==> config.mk <==
export PLATFORM = sky130hd
export DESIGN_NAME = fuse_prog_seq
export DESIGN_NICKNAME = d
export VERILOG_FILES = /design/src/rtl/fps_pkg.sv /design/src/rtl/fps_ctrl.sv /design/src/rtl/fps_datapath.sv /design/src/rtl/fuse_prog_seq.sv
export SDC_FILE = /design/constraint.sdc
export NUM_CORES = 1
export LEC_CHECK = 0
export ABC_AREA = 1
export ABC_CLOCK_PERIOD_IN_PS = 3400
export BUFFER_PORTS_ARGS = -buffer_cell sky130_fd_sc_hd__buf_4
export CAP_MARGIN = 20
export CORE_MARGIN = 3
export CORE_UTILIZATION = 55
export CTS_CLUSTER_SIZE = 28
export DETAILED_ROUTE_END_ITERATION = 8
export PLACE_DENSITY = 0.8
export SYNTH_ARGS = -nofsm -noshare
export SYNTH_HDL_FRONTEND = slang
export SYNTH_SLANG_ARGS = --single-unit
==> constraint.sdc <==
create_clock -name clk -period 3.4 [get_ports clk]
set_input_delay 0.68 -clock clk [delete_from_list [all_inputs] [get_ports clk]]
set_output_delay 0.68 -clock clk [all_outputs]
set_load 0.1 [all_outputs]
==> src/rtl/fps_pkg.sv <==
package fps_pkg;

  typedef enum logic [3:0] {
    ST_IDLE, ST_SETUP, ST_RISE, ST_GAP, ST_PULSE,
    ST_TAIL, ST_SETTLE, ST_SAMPLE, ST_FIN
  } seqState_t;

  typedef enum logic [1:0] {
    LD_RISE, LD_DELAY, LD_PULSE
  } cntSel_t;

  typedef struct packed {
    logic    latchOp;
    logic    loadCfg;
    logic    cntLoad;
    cntSel_t cntSel;
    logic    clearBit;
    logic    sampleVerify;
  } seqStrobe_t;

endpackage

==> src/rtl/fps_ctrl.sv <==
module fps_ctrl
  import fps_pkg::*;
(
  input  logic       clk,
  input  logic       rstN,
  input  logic       start,
  input  logic       cfgLoad,
  input  logic       maskZero,
  input  logic       cntZero,
  input  logic       lastBit,
  output seqStrobe_t stb,
  output logic       supplyHigh,
  output logic       chipSelN,
  output logic       busy,
  output logic       done,
  output logic       pulseActive
);

  seqState_t state, nxt;

  always_ff @(posedge clk or negedge rstN) begin
    if (!rstN) state <= ST_IDLE;
    else       state <= nxt;
  end

  always_comb begin
    nxt = state;
    stb = '0;
    unique case (state)
      ST_IDLE: begin
        stb.loadCfg = cfgLoad;
        if (start) begin
          stb.latchOp = 1'b1;
          nxt = maskZero ? ST_FIN : ST_SETUP;
        end
      end
      ST_SETUP: begin
        stb.cntLoad = 1'b1;
        stb.cntSel  = LD_RISE;
        nxt = ST_RISE;
      end
      ST_RISE: if (cntZero) begin
        stb.cntLoad = 1'b1;
        stb.cntSel  = LD_DELAY;
        nxt = ST_GAP;
      end
      ST_GAP: if (cntZero) begin
        stb.cntLoad = 1'b1;
        stb.cntSel  = LD_PULSE;
        nxt = ST_PULSE;
      end
      ST_PULSE: if (cntZero) begin
        stb.clearBit = 1'b1;
        stb.cntLoad  = 1'b1;
        stb.cntSel   = LD_DELAY;
        nxt = lastBit ? ST_TAIL : ST_GAP;
      end
      ST_TAIL:   if (cntZero) nxt = ST_SETTLE;
      ST_SETTLE: nxt = ST_SAMPLE;
      ST_SAMPLE: begin
        stb.sampleVerify = 1'b1;
        nxt = ST_FIN;
      end
      ST_FIN:  nxt = ST_IDLE;
      default: nxt = ST_IDLE;
    endcase
  end

  assign supplyHigh  = (state == ST_RISE) || (state == ST_GAP) ||
                       (state == ST_PULSE) || (state == ST_TAIL);
  assign chipSelN    = !((state == ST_SETTLE) || (state == ST_SAMPLE));
  assign busy        = (state != ST_IDLE) && (state != ST_FIN);
  assign done        = (state == ST_FIN);
  assign pulseActive = (state == ST_PULSE);

endmodule

==> src/rtl/fps_datapath.sv <==
module fps_datapath
  import fps_pkg::*;
#(
  parameter int ADDR_W    = 4,
  parameter int DATA_W    = 8,
  parameter int CNT_W     = 8,
  parameter int DEF_RISE  = 4,
  parameter int DEF_DELAY = 2,
  parameter int DEF_PULSE = 4
) (
  input  logic              clk,
  input  logic              rstN,
  input  seqStrobe_t        stb,
  input  logic [CNT_W-1:0]  cfgRise,
  input  logic [CNT_W-1:0]  cfgDelay,
  input  logic [CNT_W-1:0]  cfgPulse,
  input  logic [ADDR_W-1:0] wordAddr,
  input  logic [DATA_W-1:0] progMask,
  input  logic [DATA_W-1:0] verifyData,
  input  logic              pulseActive,
  output logic [ADDR_W-1:0] promAddr,
  output logic [DATA_W-1:0] pulseEn,
  output logic [DATA_W-1:0] failBits,
  output logic              cntZero,
  output logic              lastBit,
  output logic              maskZero
);

  localparam logic [CNT_W-1:0] RISE_RST  = CNT_W'(DEF_RISE);
  localparam logic [CNT_W-1:0] DELAY_RST = CNT_W'(DEF_DELAY);
  localparam logic [CNT_W-1:0] PULSE_RST = CNT_W'(DEF_PULSE);

  logic [CNT_W-1:0]  riseQ, delayQ, pulseQ, cnt, selCount, loadVal;
  logic [DATA_W-1:0] maskQ, remaining, curBit;

  // timing counts, taken only when the control strobes a load
  always_ff @(posedge clk or negedge rstN) begin
    if (!rstN) begin
      riseQ  <= RISE_RST;
      delayQ <= DELAY_RST;
      pulseQ <= PULSE_RST;
    end else if (stb.loadCfg) begin
      riseQ  <= cfgRise;
      delayQ <= cfgDelay;
      pulseQ <= cfgPulse;
    end
  end

  // one shared down-counter; a count of N keeps a state for N cycles
  always_comb begin
    unique case (stb.cntSel)
      LD_RISE:  selCount = riseQ;
      LD_DELAY: selCount = delayQ;
      LD_PULSE: selCount = pulseQ;
      default:  selCount = riseQ;
    endcase
    loadVal = (selCount == '0) ? '0 : selCount - 1'b1;
  end

  always_ff @(posedge clk or negedge rstN) begin
    if (!rstN)              cnt <= '0;
    else if (stb.cntLoad)   cnt <= loadVal;
    else if (cnt != '0)     cnt <= cnt - 1'b1;
  end

  assign cntZero = (cnt == '0);

  // word registers and pending-bit set
  always_ff @(posedge clk or negedge rstN) begin
    if (!rstN) begin
      promAddr  <= '0;
      maskQ     <= '0;
      remaining <= '0;
      failBits  <= '0;
    end else begin
      if (stb.latchOp) begin
        promAddr  <= wordAddr;
        maskQ     <= progMask;
        remaining <= progMask;
        failBits  <= '0;
      end
      if (stb.clearBit)     remaining <= remaining & ~curBit;
      if (stb.sampleVerify) failBits  <= maskQ & verifyData;
    end
  end

  // lowest pending bit gives ascending pulse order
  assign curBit   = remaining & (~remaining + 1'b1);
  assign lastBit  = ((remaining & ~curBit) == '0);
  assign maskZero = (progMask == '0);
  assign pulseEn  = pulseActive ? curBit : '0;

endmodule

==> src/rtl/fuse_prog_seq.sv <==
module fuse_prog_seq
  import fps_pkg::*;
#(
  parameter int ADDR_W    = 4,
  parameter int DATA_W    = 8,
  parameter int CNT_W     = 8,
  parameter int DEF_RISE  = 4,
  parameter int DEF_DELAY = 2,
  parameter int DEF_PULSE = 4
) (
  input  logic              clk,
  input  logic              rstN,
  input  logic              cfgLoad,
  input  logic [CNT_W-1:0]  cfgRise,
  input  logic [CNT_W-1:0]  cfgDelay,
  input  logic [CNT_W-1:0]  cfgPulse,
  input  logic              start,
  input  logic [ADDR_W-1:0] wordAddr,
  input  logic [DATA_W-1:0] progMask,
  input  logic [DATA_W-1:0] verifyData,
  output logic [ADDR_W-1:0] promAddr,
  output logic              chipSelN,
  output logic              supplyHigh,
  output logic [DATA_W-1:0] pulseEn,
  output logic              busy,
  output logic              done,
  output logic              reject,
  output logic [DATA_W-1:0] failBits
);

  seqStrobe_t stb;
  logic cntZero, lastBit, maskZero, pulseActive;

  fps_ctrl u_ctrl (
    .clk(clk), .rstN(rstN), .start(start), .cfgLoad(cfgLoad),
    .maskZero(maskZero), .cntZero(cntZero), .lastBit(lastBit),
    .stb(stb), .supplyHigh(supplyHigh), .chipSelN(chipSelN),
    .busy(busy), .done(done), .pulseActive(pulseActive)
  );

  fps_datapath #(
    .ADDR_W(ADDR_W), .DATA_W(DATA_W), .CNT_W(CNT_W),
    .DEF_RISE(DEF_RISE), .DEF_DELAY(DEF_DELAY), .DEF_PULSE(DEF_PULSE)
  ) u_dp (
    .clk(clk), .rstN(rstN), .stb(stb),
    .cfgRise(cfgRise), .cfgDelay(cfgDelay), .cfgPulse(cfgPulse),
    .wordAddr(wordAddr), .progMask(progMask), .verifyData(verifyData),
    .pulseActive(pulseActive), .promAddr(promAddr), .pulseEn(pulseEn),
    .failBits(failBits), .cntZero(cntZero), .lastBit(lastBit),
    .maskZero(maskZero)
  );

  assign reject = done && (failBits != '0);

endmodule

==> summary.txt, run 1 <==
Place
  • DP Wirelength: between 6000 and 7000 um
  • RePlAce Congestion: 0.913
  • Port bufs: 72
  • Placement Setup Slack: ~0.57 ns
  • Cells after DPL: 563

GRT
  • Initial antenna violation count: 0
  • Total GRT Usage: between 20% and 30%
  • First-pass GRT wire length: 13,700 um
  • Grt ovf: 0
  • Largest net degree at the start of global routing: 65
  • Vias in the first global route: 3,069

CTS
  • Clock buffer depth: 2
  • CTS tree: yes
  • Hold-fix buffers at CTS: 0
  • Post-CTS sizing: 0
  • Root Driver: clkbuf_8
  • Clock-pin slew on the worst setup and hold paths: 0.07 ns
  • Post-CTS Setup Bufs: 0
  • TritonCTS buffer count: 9
  • Clk_lat worst skew: 0.35 ns
  • CTS H-tree lvls: 3
  • CTS sink cnt: 64

Critical path
  • Arrival time worst endpoint: 3.07 ns
  • Setup CP Type: reg -> reg
  • CP Capture Type: flip-flop
  • Worst r2r path cells: 17
  • Crit path required time: around 3.6 ns
  • Crit Path Max Fanout: 11
  • Worst setup SP type: flip-flop

STA
  • Max Fclk: roughly 0.35 GHz
  • Slew margin rel.: about 46%
  • Final min period: 2.84 ns
  • PnR worst setup slack: about 0.56 ns
  • Actual slew at the worst max-slew pin: slightly above 0.8 ns
  • Final Hold Vio Count: 0
  • Period utilisation layout: a little over four fifths
  • Setup Skew: 0.00949 ns
  • # setup viols final: 0
  • Final setup TNS: 0 ns
  • Slew Limit Fails: 0
  • RSZ-0062 raised after global routing: false

Synthesis
  • Area of the mapped netlist: 0.00356 mm2
  • Post-synth top flop: dfrtp_1
  • Post-synth top area share: a little over two fifths
  • Asr flop ratio synth: 100%
  • Part of the Yosys area used for sequential elements: 45.1%
  • Yosys reg bits: 64
  • Post-synthesis cell count: 424
  • Yosys top cell by area: dfrtp_1
  • Synth top area cells: dfrtp_1 43%, nand2_1 12%, inv_1 4.6%, mux2_4 4.2%, nor2_1 3.9%
  • Yosys cell types: 38
  • Number of synthesized flops with an enable pin: 0
  • Syn. warnings: 0
  • Mean post-synth cell area: 8.39 um2
  • Post-synth net total: 478

Power
  • PD cells: 989 mW/mm2
  • Leakage: about 0.0023 uW
  • Max VDD drop: roughly 0.00066 V

Detailed routing
  • Via-to-Cell Ratio: 5.25
  • Via count: 3,037
  • Initial DRC Count: 203
  • DR DRC count: 0
  • DRT Wirelength: 8060 um
  • Antenna Violating Nets Remaining: 0
  • DRT Pass-1 Iters: 4
  • Wire length per cell: about 14 um

Die
  • CORE AREA: 0.00610 mm2
  • Die H: 86.4 um
  • Starting Density: 58.4%
  • Die width: 86.4 um
  • Rows: 28
  • Die area: between 0.007 and 0.008 mm2
  • IO Count: 73

Finish
  • Layout cells sized above 1: between 20% and 30%
  • Layout Cells excl Fill: 579
  • Area Overhead vs Synth: 23.6%
  • Nets: 553
  • Diode count: 0

Status
  • Status: completed

Job
  • Max-Cap Viols: 0

Worst hold path
  • Hold crit path type: in -> async
==> worst max-delay path, cell delays in order, from the launching register on <==
cell     delay, ns
dfrtp_1       0.42
inv_1         0.11
ha_1          0.15
nand2_1       0.12
nor2_8        0.21
nand2_2       0.11
ha_1          0.47
inv_4         0.10
or2_0         0.22
nand2_2       0.11
ha_1          0.15
nand3_1       0.07
nor2_1        0.10
nand2_1       0.09
nand2_4       0.09
nor2_1        0.04
o21ai_1       0.11
nand2_1       0.06
==> final cells by class <==
cell class	instances	area [um2]
repair buffers	72	541
inverters	56	223
flip-flops and latches	64	1610
clock inverters	7	125
clock buffers	9	124
fillers	488	1700
multi-input cells	296	1690
well taps	75	93.8
==> final timing paths <==
| kind | slack, ns | end | start |
|---|---|---|---|
| worst max-delay path | 0.56 | u_dp.cnt[1] | u_dp.cnt[0] |
| worst min-delay path | 0.43 | u_dp.pulseQ[5] | rstN |
| worst max register to register | 0.56 | u_dp.cnt[1] | u_dp.cnt[0] |
| worst min register to register | 0.49 | u_dp.maskQ[2] | u_dp.maskQ[2] |
| max in group asynchronous | 2.45 | u_dp.cnt[4] | rstN |
| min in group clk | 0.49 | u_dp.maskQ[2] | u_dp.maskQ[2] |
==> synth_stat cells (2+ instances only) <==
master,number
nand2_4,3
a21oi_2,2
nand4_1,6
o221ai_1,7
nand3_2,2
o21ai_0,11
inv_4,3
xnor2_1,2
dfrtp_1,61
nand2_1,116
mux2_4,10
ha_1,6
nand3_1,25
buf_6,4
nor2_4,2
nor2_2,4
nand3_4,2
nor3_1,8
o21ai_1,5
o21ai_2,2
nand2_2,11
o21bai_1,2
buf_2,4
dfstp_2,3
mux2_1,6
inv_1,44
xor2_1,4
nor2_1,37
inv_2,8
nor4_1,3
a21oi_1,14
==> metrics by stage <==
stage | total power, uW | area, um2 | hold WS, ns | utilization (%)
2_1_floorplan | 3080 | 3580 | 0.384 | -
3_3_place_gp | 3480 | 4150 | 0.464 | 68.0
3_5_place_dp | 3540 | 4150 | 0.466 | 68.0
4_1_cts | 4370 | 4400 | 0.451 | 72.1
5_1_grt | 4660 | 4400 | 0.472 | 72.1
6_report | 4350 | 4400 | 0.427 | 72.1
==> cells by family after synthesis <==
family,synth area share [%]
compound gates,7.56
xor+xnor,1.48
fa+ha+maj,2.11
buf+inv,8.09
flops,45.1
mux,6.43
simple gates,29.2
==> sequential cells by signal (all words and copies together), names as in the netlist <==
name            flops
u_dp.cnt            8
u_dp.delayQ         8
u_dp.failBits       8
u_dp.maskQ          8
u_dp.pulseQ         8
u_dp.remaining      8
u_dp.riseQ          8
u_ctrl.state        4
u_dp.promAddr       4
==> report_power, final <==
group	leakage, uW	total [uW]	internal (uW)	switching (uW)
registers	0.000780	1350	1130	225
clock network	0.000125	817	496	322
logic	0.00137	2180	708	1470
==> cells in the final DEF (no fill, tap or decap), types with 3 or more instances in the layout <==
cell type	n
inv_6	4
a21oi_1	14
nand3_1	25
inv_1	44
xor2_1	4
nand2_4	3
ha_1	6
dfrtp_1	61
nand4_1	6
inv_2	8
nand2_1	116
nor2_4	3
dfstp_2	3
o221ai_1	7
o21ai_0	11
buf_4	72
o21ai_1	5
nor3_1	7
nand2_2	11
nor2_1	36
bufinv_16	3
mux2_1	6
clkbuf_8	9
mux2_4	10
nor2_2	4
inv_4	3
==> metal layers <==
metal	share of wire, %	GRT usage (%)
met1	42	28.2
met2	51	41.0
met3	6.1	6.65
met4	1.1	5.95
met5	0	0
No activity file was read; power rests on OpenSTA's default activity.
==> inputs of run 2 (changes only) <==
Settings changed: ABC_CLOCK_PERIOD_IN_PS 3400 to 2540, CORE_UTILIZATION 55 to 50, PLACE_DENSITY 0.8 to 0.77.
Clock period 3.4 ns to 2.54 ns, I/O delays scaled along.
==> run 2 against run 1 <==
- sequential power is 35% higher
- final area is 4.3% higher
- non-clock buffer count is 14 higher
- maximum frequency is 18% higher
- sequential cell count stayed put
- hold slack worse by 0.19 ns
- combinational power is 45% higher
- critical path depth stayed put
- sequential share of layout area is 1.4 points lower
- cell count is 6.0% higher
- wire length is 6.8% higher
- first-iteration DRC count is 56% lower
- critical path type unchanged
- largest cell class unchanged
- highest routed layer unchanged
==> summary.txt, run 2 (synthesis results as in run 1) <==
Status
  • Status: completed (unchanged)

Place
  • Placement-stage cell area: 0.00426 mm2 (was 0.00415 mm2)
  • Port bufs: 72 (unchanged)
  • RePlAce Congestion: 0.890 (was 0.913)
  • DP Wirelength: 6280 um (was 6060 um)

STA
  • Max Fclk: 0.414 GHz (was 0.352 GHz)
  • Slew margin rel.: 47.0% (was 45.9%)
  • Period utilisation layout: 95.0% (was 83.6%)
  • Setup Skew: 0.00790 ns (was 0.00949 ns)
  • Final Hold Vio Count: 0 (unchanged)
  • Final min period: 2.41 ns (was 2.84 ns)
  • Actual slew at the worst max-slew pin: 0.794 ns (was 0.811 ns)
  • # setup viols final: 0 (unchanged)
  • Slew Limit Fails: 0 (unchanged)

GRT
  • Grt ovf: 0 (unchanged)
  • Initial antenna violation count: 0 (unchanged)
  • Vias in the first global route: 3,153 (was 3,069)
  • Total GRT Usage: 21.9% (was 23.4%)
  • First-pass GRT wire length: 14,400 um (was 13,700 um)
  • Largest net degree at the start of global routing: 65 (unchanged)

Finish
  • Multi-input gate area: 0.00179 mm2 (was 0.00169 mm2)
  • Area Overhead vs Synth: 28.8% (was 23.6%)
  • Most frequent cells in the layout: 111 x nand2_1, 86 x buf_4, 59 x dfrtp_1, 42 x inv_1, 35 x nor2_1 (was 116 x nand2_1, 72 x buf_4, 61 x dfrtp_1, 44 x inv_1, 36 x nor2_1)
  • Diode count: 0 (unchanged)
  • Reg area: 0.00161 mm2 (about the same)
  • Nets: 567 (was 553)
  • Most common library cell in the layout ignoring fill and taps: nand2_1 (unchanged)
  • Layout cells sized above 1: 34.0% (was 29.2%)
  • Fill cells: 557 (was 488)
  • Finished Core Util: 67.1% (was 72.1%)
  • Post-route cell area: 0.00458 mm2 (was 0.00440 mm2)

Critical path
  • Crit-path slowest cell: dfrtp_1 (was ha_1)
  • CP top delay family: simple AND/OR/NAND/NOR gates (unchanged)
  • CP Capture Type: flip-flop (unchanged)
  • FF-to-FF Start: u_dp.cnt[1] (was u_dp.cnt[0])
  • Worst path cell trace: inv_2, ha_4, nand2_4, nor2_8, nand2_4, ha_4, inv_4, or2_1, nand2_2, ha_4, nand3_2, nor2_1, nand2_1, nand2_4, nor2_1, o21ai_1, nand2_1 (was inv_1, ha_1, nand2_1, nor2_8, nand2_2, ha_1, inv_4, or2_0, nand2_2, ha_1, nand3_1, nor2_1, nand2_1, nand2_4, nor2_1, o21ai_1, nand2_1)
  • Setup CP Type: reg -> reg (unchanged)
  • Slowest stage delay, CP: 0.40 ns (was 0.47 ns)
  • R2r setup slk: 0.13 ns (was 0.56 ns)
  • Worst r2r path cells: 17 (unchanged)
  • Worst setup SP type: flip-flop (unchanged)
  • Buf/Inv on CP: 2 (unchanged)
  • Crit path required time: 2.78 ns (was 3.63 ns)
  • Crit Path Max Fanout: 8 (was 11)
  • R2r endpoint: u_dp.cnt[1] (unchanged)
  • Arrival time worst endpoint: 2.65 ns (was 3.07 ns)

Die
  • Die area: 0.00816 mm2 (was 0.00747 mm2)
  • CORE AREA: 0.00683 mm2 (was 0.00610 mm2)
  • Die width: 90.4 um (was 86.4 um)
  • Die H: 90.4 um (was 86.4 um)
  • Rows: 30 (was 28)
  • Starting Density: 52.1% (was 58.4%)
  • IO Count: 73 (unchanged)

Detailed routing
  • DRT Pass-1 Iters: 6 (was 4)
  • Wire length per cell: 14.0 um (was 13.9 um)
  • Via count: 3,110 (was 3,037)
  • Initial DRC Count: 90 (was 203)
  • DR DRC count: 0 (unchanged)
  • Antenna Violating Nets Remaining: 0 (unchanged)
  • Via-to-Cell Ratio: 5.07 (was 5.25)
  • DRT Wirelength: 8610 um (was 8060 um)

Job
  • Max-Cap Viols: 0 (unchanged)

CTS
  • CTS H-tree lvls: 3 (unchanged)
  • Clock buffer depth: 2 (unchanged)
  • Clk_lat worst skew: 0.35 ns (about the same)
  • CTS tree: yes (unchanged)
  • Clock-pin slew on the worst setup and hold paths: 0.08 ns (was 0.07 ns)
  • CTS sink cnt: 64 (unchanged)
  • Root Driver: clkbuf_8 (unchanged)
  • Hold-fix buffers at CTS: 0 (unchanged)
  • TritonCTS buffer count: 9 (unchanged)

Power
  • Power, Total: 5900 uW (was 4350 uW)
  • Max VDD drop: 0.000742 V (was 0.000663 V)
  • PD cells: 1290 mW/mm2 (was 989 mW/mm2)
  • Leakage: 0.00235 uW (was 0.00227 uW)

Worst hold path
  • Hold crit path type: in -> async (unchanged)
==> run 2: layout make-up <==
class | count | area share (%)
Clock buffer | 9 | 2.70
Sequential cell | 64 | 35.1
Inverter | 56 | 4.86
Tap cell | 96 | 2.62
Clock inverter | 7 | 1.72
Multi-Input combinational cell | 296 | 38.9
Timing Repair Buffer | 86 | 14.1
==> run 2: worst reg2reg max path: cells and delay by family, from the launching register on <==
kind,cells,cell delay (ns)
and+or+nand+nor,11,1.07
AOI/OAI and AO/OA,1,0.12
adders and majority gates,3,0.57
buffers and inverters,2,0.14
DFF,1,0.40
==> run 2: how the worst max path moves through the flow <==
stage,from,to,slack [ns],depth (start not counted)
floorplan,u_ctrl.state[1],pulseEn[5],-0.77,3
global placement,u_dp.cnt[3],u_dp.cnt[1],0.09,16
detailed placement,u_dp.cnt[3],u_dp.cnt[1],0.02,16
CTS,u_dp.cnt[3],u_dp.cnt[1],0.002,16
global route,u_ctrl.state[3],u_dp.cnt[1],-0.03,17
finish,u_dp.cnt[1],u_dp.cnt[1],0.13,17
==> run 2: through the flow <==
step	hold WS, ns	instances	setup TNS, ns	worst slack (ns)
after global routing	0.303	614	-0.0515	-0.0341
final	0.237	614	0	0.126
after detailed placement	0.471	594	0	0.0156
after global placement	0.465	594	0	0.0903
after floorplan	0.212	424	-4.72	-0.766
after CTS	0.264	610	0	0.00212
==> run 2: per-layer routing <==
metal	vias to the layer above	part of all wire (%)	GRT usage [%]
li1	1535	-	-
met1	1473	41	26.3
met2	88	51	37.0
met3	14	5.8	6.25
met4	0	2.1	8.55
met5	-	0	0
==> run 2: where the power goes <==
part	internal [uW]	leakage [uW]	switching (uW)
Clock	461	0.0000925	446
Combinational	1080	0.00147	2090
Sequential	1510	0.000778	310
Total	3050	0.00235	2840
==> run 2: repair_timing <==
action,4_1_cts,5_1_grt
setup buffers,0,4
gates resized for setup,1,21
pin swaps,0,13
setup endpoints to repair,1,8
gates cloned,0,0
==> inputs of run 3 (changes only) <==
Settings changed: CORE_MARGIN 3 to unset, RECOVER_POWER set to 25.
==> run 3 against run 2 <==
- the run now ends with max-capacitance violations, max-slew violations left
- final area increased by 0.35%
- sequential power about the same
- sequential cell count unchanged
- critical path depth unchanged
- critical path type unchanged
- highest routed layer unchanged
==> summary.txt, run 3 (synthesis results as in run 1) <==
STA
  • Final Hold Vio Count: 0 (unchanged)
  • RSZ-0062 raised after global routing: true
  • Actual slew at the worst max-slew pin: 1.62 ns (was 0.794 ns)
  • Max Fclk: 0.405 GHz (was 0.414 GHz)
  • Final setup TNS: 0 ns (unchanged)
  • Setup Skew: 0.00693 ns (was 0.00790 ns)
  • Period utilisation layout: 97.1% (was 95.0%)
  • Final min period: 2.47 ns (was 2.41 ns)
  • WHS: 0.355 ns (was 0.237 ns)
  • Slew margin rel.: -7.68% (was 47.0%)
  • # setup viols final: 0 (unchanged)
  • Slew Limit Fails: 65 (was 0)

Power
  • Power, Total: 5910 uW (was 5900 uW)
  • Sw frac: 47.8% (was 48.2%)
  • PD cells: 1280 mW/mm2 (was 1290 mW/mm2)
  • Logic pwr share: 54.4% (was 53.7%)
  • Switch Pwr: 2820 uW (was 2840 uW)
  • Max VDD drop: 0.000833 V (was 0.000742 V)
  • Sequential Power Share: 31.0% (was 30.9%)
  • P_int: 3080 uW (was 3050 uW)
  • Leakage: 0.00236 uW (was 0.00235 uW)
  • Power share of the clock group: 14.7% (was 15.4%)

CTS
  • CTS H-tree lvls: 3 (unchanged)
  • Hold-fix buffers at CTS: 0 (unchanged)
  • Root Driver: clkbuf_8 (unchanged)
  • TritonCTS buffer count: 9 (unchanged)
  • CTS tree: yes (unchanged)
  • Clock buffer depth: 2 (unchanged)
  • Clk_lat worst skew: 0.34 ns (was 0.35 ns)
  • Clock-pin slew on the worst setup and hold paths: 0.07 ns (was 0.08 ns)
  • CTS sink cnt: 64 (unchanged)

Critical path
  • Worst r2r path cells: 17 (unchanged)
  • Crit Path Max Fanout: 4 (was 8)
  • Setup CP Type: reg -> reg (unchanged)
  • Crit path required time: 2.77 ns (was 2.78 ns)
  • FF-to-FF Start: u_dp.cnt[1] (unchanged)
  • R2r endpoint: u_dp.cnt[1] (unchanged)
  • Arrival time worst endpoint: 2.70 ns (was 2.65 ns)
  • CP Capture Type: flip-flop (unchanged)
  • Worst setup SP type: flip-flop (unchanged)
  • Slowest stage delay, CP: 0.40 ns (about the same)
  • Worst path cell trace: inv_2, ha_4, nand2_4, nor2_8, nand2_4, ha_4, inv_4, or2_0, nand2_2, ha_4, nand3_2, nor2_1, nand2_1, nand2_4, nor2_2, o21ai_1, nand2_1 (was inv_2, ha_4, nand2_4, nor2_8, nand2_4, ha_4, inv_4, or2_1, nand2_2, ha_4, nand3_2, nor2_1, nand2_1, nand2_4, nor2_1, o21ai_1, nand2_1)
  • Crit-path slowest cell: dfrtp_1 (unchanged)
  • R2r setup slk: 0.07 ns (was 0.13 ns)

GRT
  • Total GRT Usage: 24.7% (was 21.9%)
  • First-pass GRT wire length: 14,100 um (was 14,400 um)
  • Grt met3 use: 7.43% (was 6.25%)
  • Vias in the first global route: 3,243 (was 3,153)
  • Gr busiest metal: met2 (unchanged)
  • Largest net degree at the start of global routing: 65 (unchanged)
  • Initial antenna violation count: 0 (unchanged)
  • Met2 Resource Use GR: 44.5% (was 37.0%)
  • Met1 Use GR: 27.8% (was 26.3%)
  • Grt ovf: 0 (unchanged)

Place
  • DP Wirelength: 6180 um (was 6280 um)
  • Port bufs: 72 (unchanged)
  • RePlAce Congestion: 0.887 (was 0.890)
  • Cells after DPL: 594 (unchanged)

Worst hold path
  • Hold crit path type: in -> reg (was in -> async)
  • Hold Path Cell Cnt: 3
  • Min-delay src: wordAddr[3]
  • Min-Delay Endpoint: u_dp.promAddr[3]

Detailed routing
  • Via-to-Cell Ratio: 5.01 (was 5.07)
  • DR DRC count: 0 (unchanged)
  • Initial DRC Count: 107 (was 90)
  • DRT Pass-1 Iters: 5 (was 6)
  • DRT Wirelength: 8560 um (was 8610 um)
  • Antenna Violating Nets Remaining: 0 (unchanged)
  • Wire length per cell: 13.9 um (was 14.0 um)
  • Via count: 3,098 (was 3,110)

Die
  • CORE AREA: 0.00683 mm2 (unchanged)
  • IO Count: 73 (unchanged)
  • Die H: 86.4 um (was 90.4 um)
  • Die area: 0.00746 mm2 (was 0.00816 mm2)
  • Die width: 86.4 um (was 90.4 um)
  • Rows: 30 (unchanged)
  • Starting Density: 52.1% (unchanged)

Finish
  • Diode count: 0 (unchanged)
  • Layout cells sized above 1: 34.5% (was 34.0%)
  • Most frequent cells in the layout: 112 x nand2_1, 89 x buf_4, 59 x dfrtp_1, 42 x inv_1, 34 x nor2_1 (was 111 x nand2_1, 86 x buf_4, 59 x dfrtp_1, 42 x inv_1, 35 x nor2_1)
  • Nets: 571 (was 567)
  • Area Overhead vs Synth: 29.3% (was 28.8%)
  • Finished Core Util: 67.3% (was 67.1%)
  • Layout Cells excl Fill: 618 (was 614)
  • Most common library cell in the layout ignoring fill and taps: nand2_1 (unchanged)

Job
  • Max-Cap Viols: 1 (was 0)

Status
  • Failing checks: max-capacitance violations, max-slew violations
  • Status: finished, violations left (was completed)
[run 3: cell types whose count changed in the layout (fill, tap and decap cells not counted), sizes merged]
cell / previous run / this run
clkinvlp: 3 / 2
clkbuf: 9 / 10
inv: 58 / 56
clkinv: 1 / 4
buf: 86 / 89
[run 3: how the worst max path moves through the flow]
stage                                from          end  cells after the start
after global placement        u_dp.cnt[3]  u_dp.cnt[1]                     16
after floorplan           u_ctrl.state[1]   pulseEn[5]                      3
after CTS                     u_dp.cnt[3]  u_dp.cnt[1]                     17
final                         u_dp.cnt[1]  u_dp.cnt[1]                     17
after detailed placement      u_dp.cnt[3]  u_dp.cnt[1]                     16
after global routing          u_dp.cnt[4]  u_dp.cnt[1]                     16
[run 3: layout make-up]
| class | count | area, um2 |
|---|---|---|
| clock buffer | 9 | 124 |
| clock inverter | 7 | 72.6 |
| fill | 568 | 2230 |
| inverter | 56 | 223 |
| multi-input combinational | 296 | 1780 |
| sequential | 64 | 1610 |
| tap | 96 | 120 |
| timing repair buffer | 90 | 673 |
[run 3: repair_timing]
| item | in CTS | in global routing |
|---|---|---|
| setup buffers | 0 | 8 |
| endpoints found under the setup margin | 1 | 8 |
| resized for setup | 1 | 19 |
| pin swaps | 1 | 16 |
[run 3: critical path: cells and delay by family, from the launching register on]
| family | cells | cell delay, ns |
|---|---|---|
| flip-flops | 1 | 0.40 |
| AND/OR/NAND/NOR | 11 | 1.11 |
| adder cells (fa/ha/maj) | 3 | 0.57 |
| buffers and inverters | 2 | 0.13 |
| AO/OA/AOI/OAI | 1 | 0.16 |
[run 3: metrics by stage]
step	setup WS [ns]	instance area (um2)
3_3_place_gp	0.125	4260
4_1_cts	0.0445	4470
6_report	0.0725	4600
5_1_grt	-0.0152	4600
3_5_place_dp	0.0178	4260
2_1_floorplan	-0.766	3590
[run 3: power by group through the flow]
stage,clock network [uW],logic (uW),registers (uW)
floorplan,0,1960,2170
global placement,0,2930,1810
detailed placement,0,3000,1820
CTS,891,3020,1810
global route,922,3510,1880
finish,868,3210,1830
[run 3: routing by layer]
metal	up-vias	part of all wire [%]
met2	91	51
met5	-	0
li1	1550	-
met4	0	1.9
met1	1441	42
met3	16	5.3
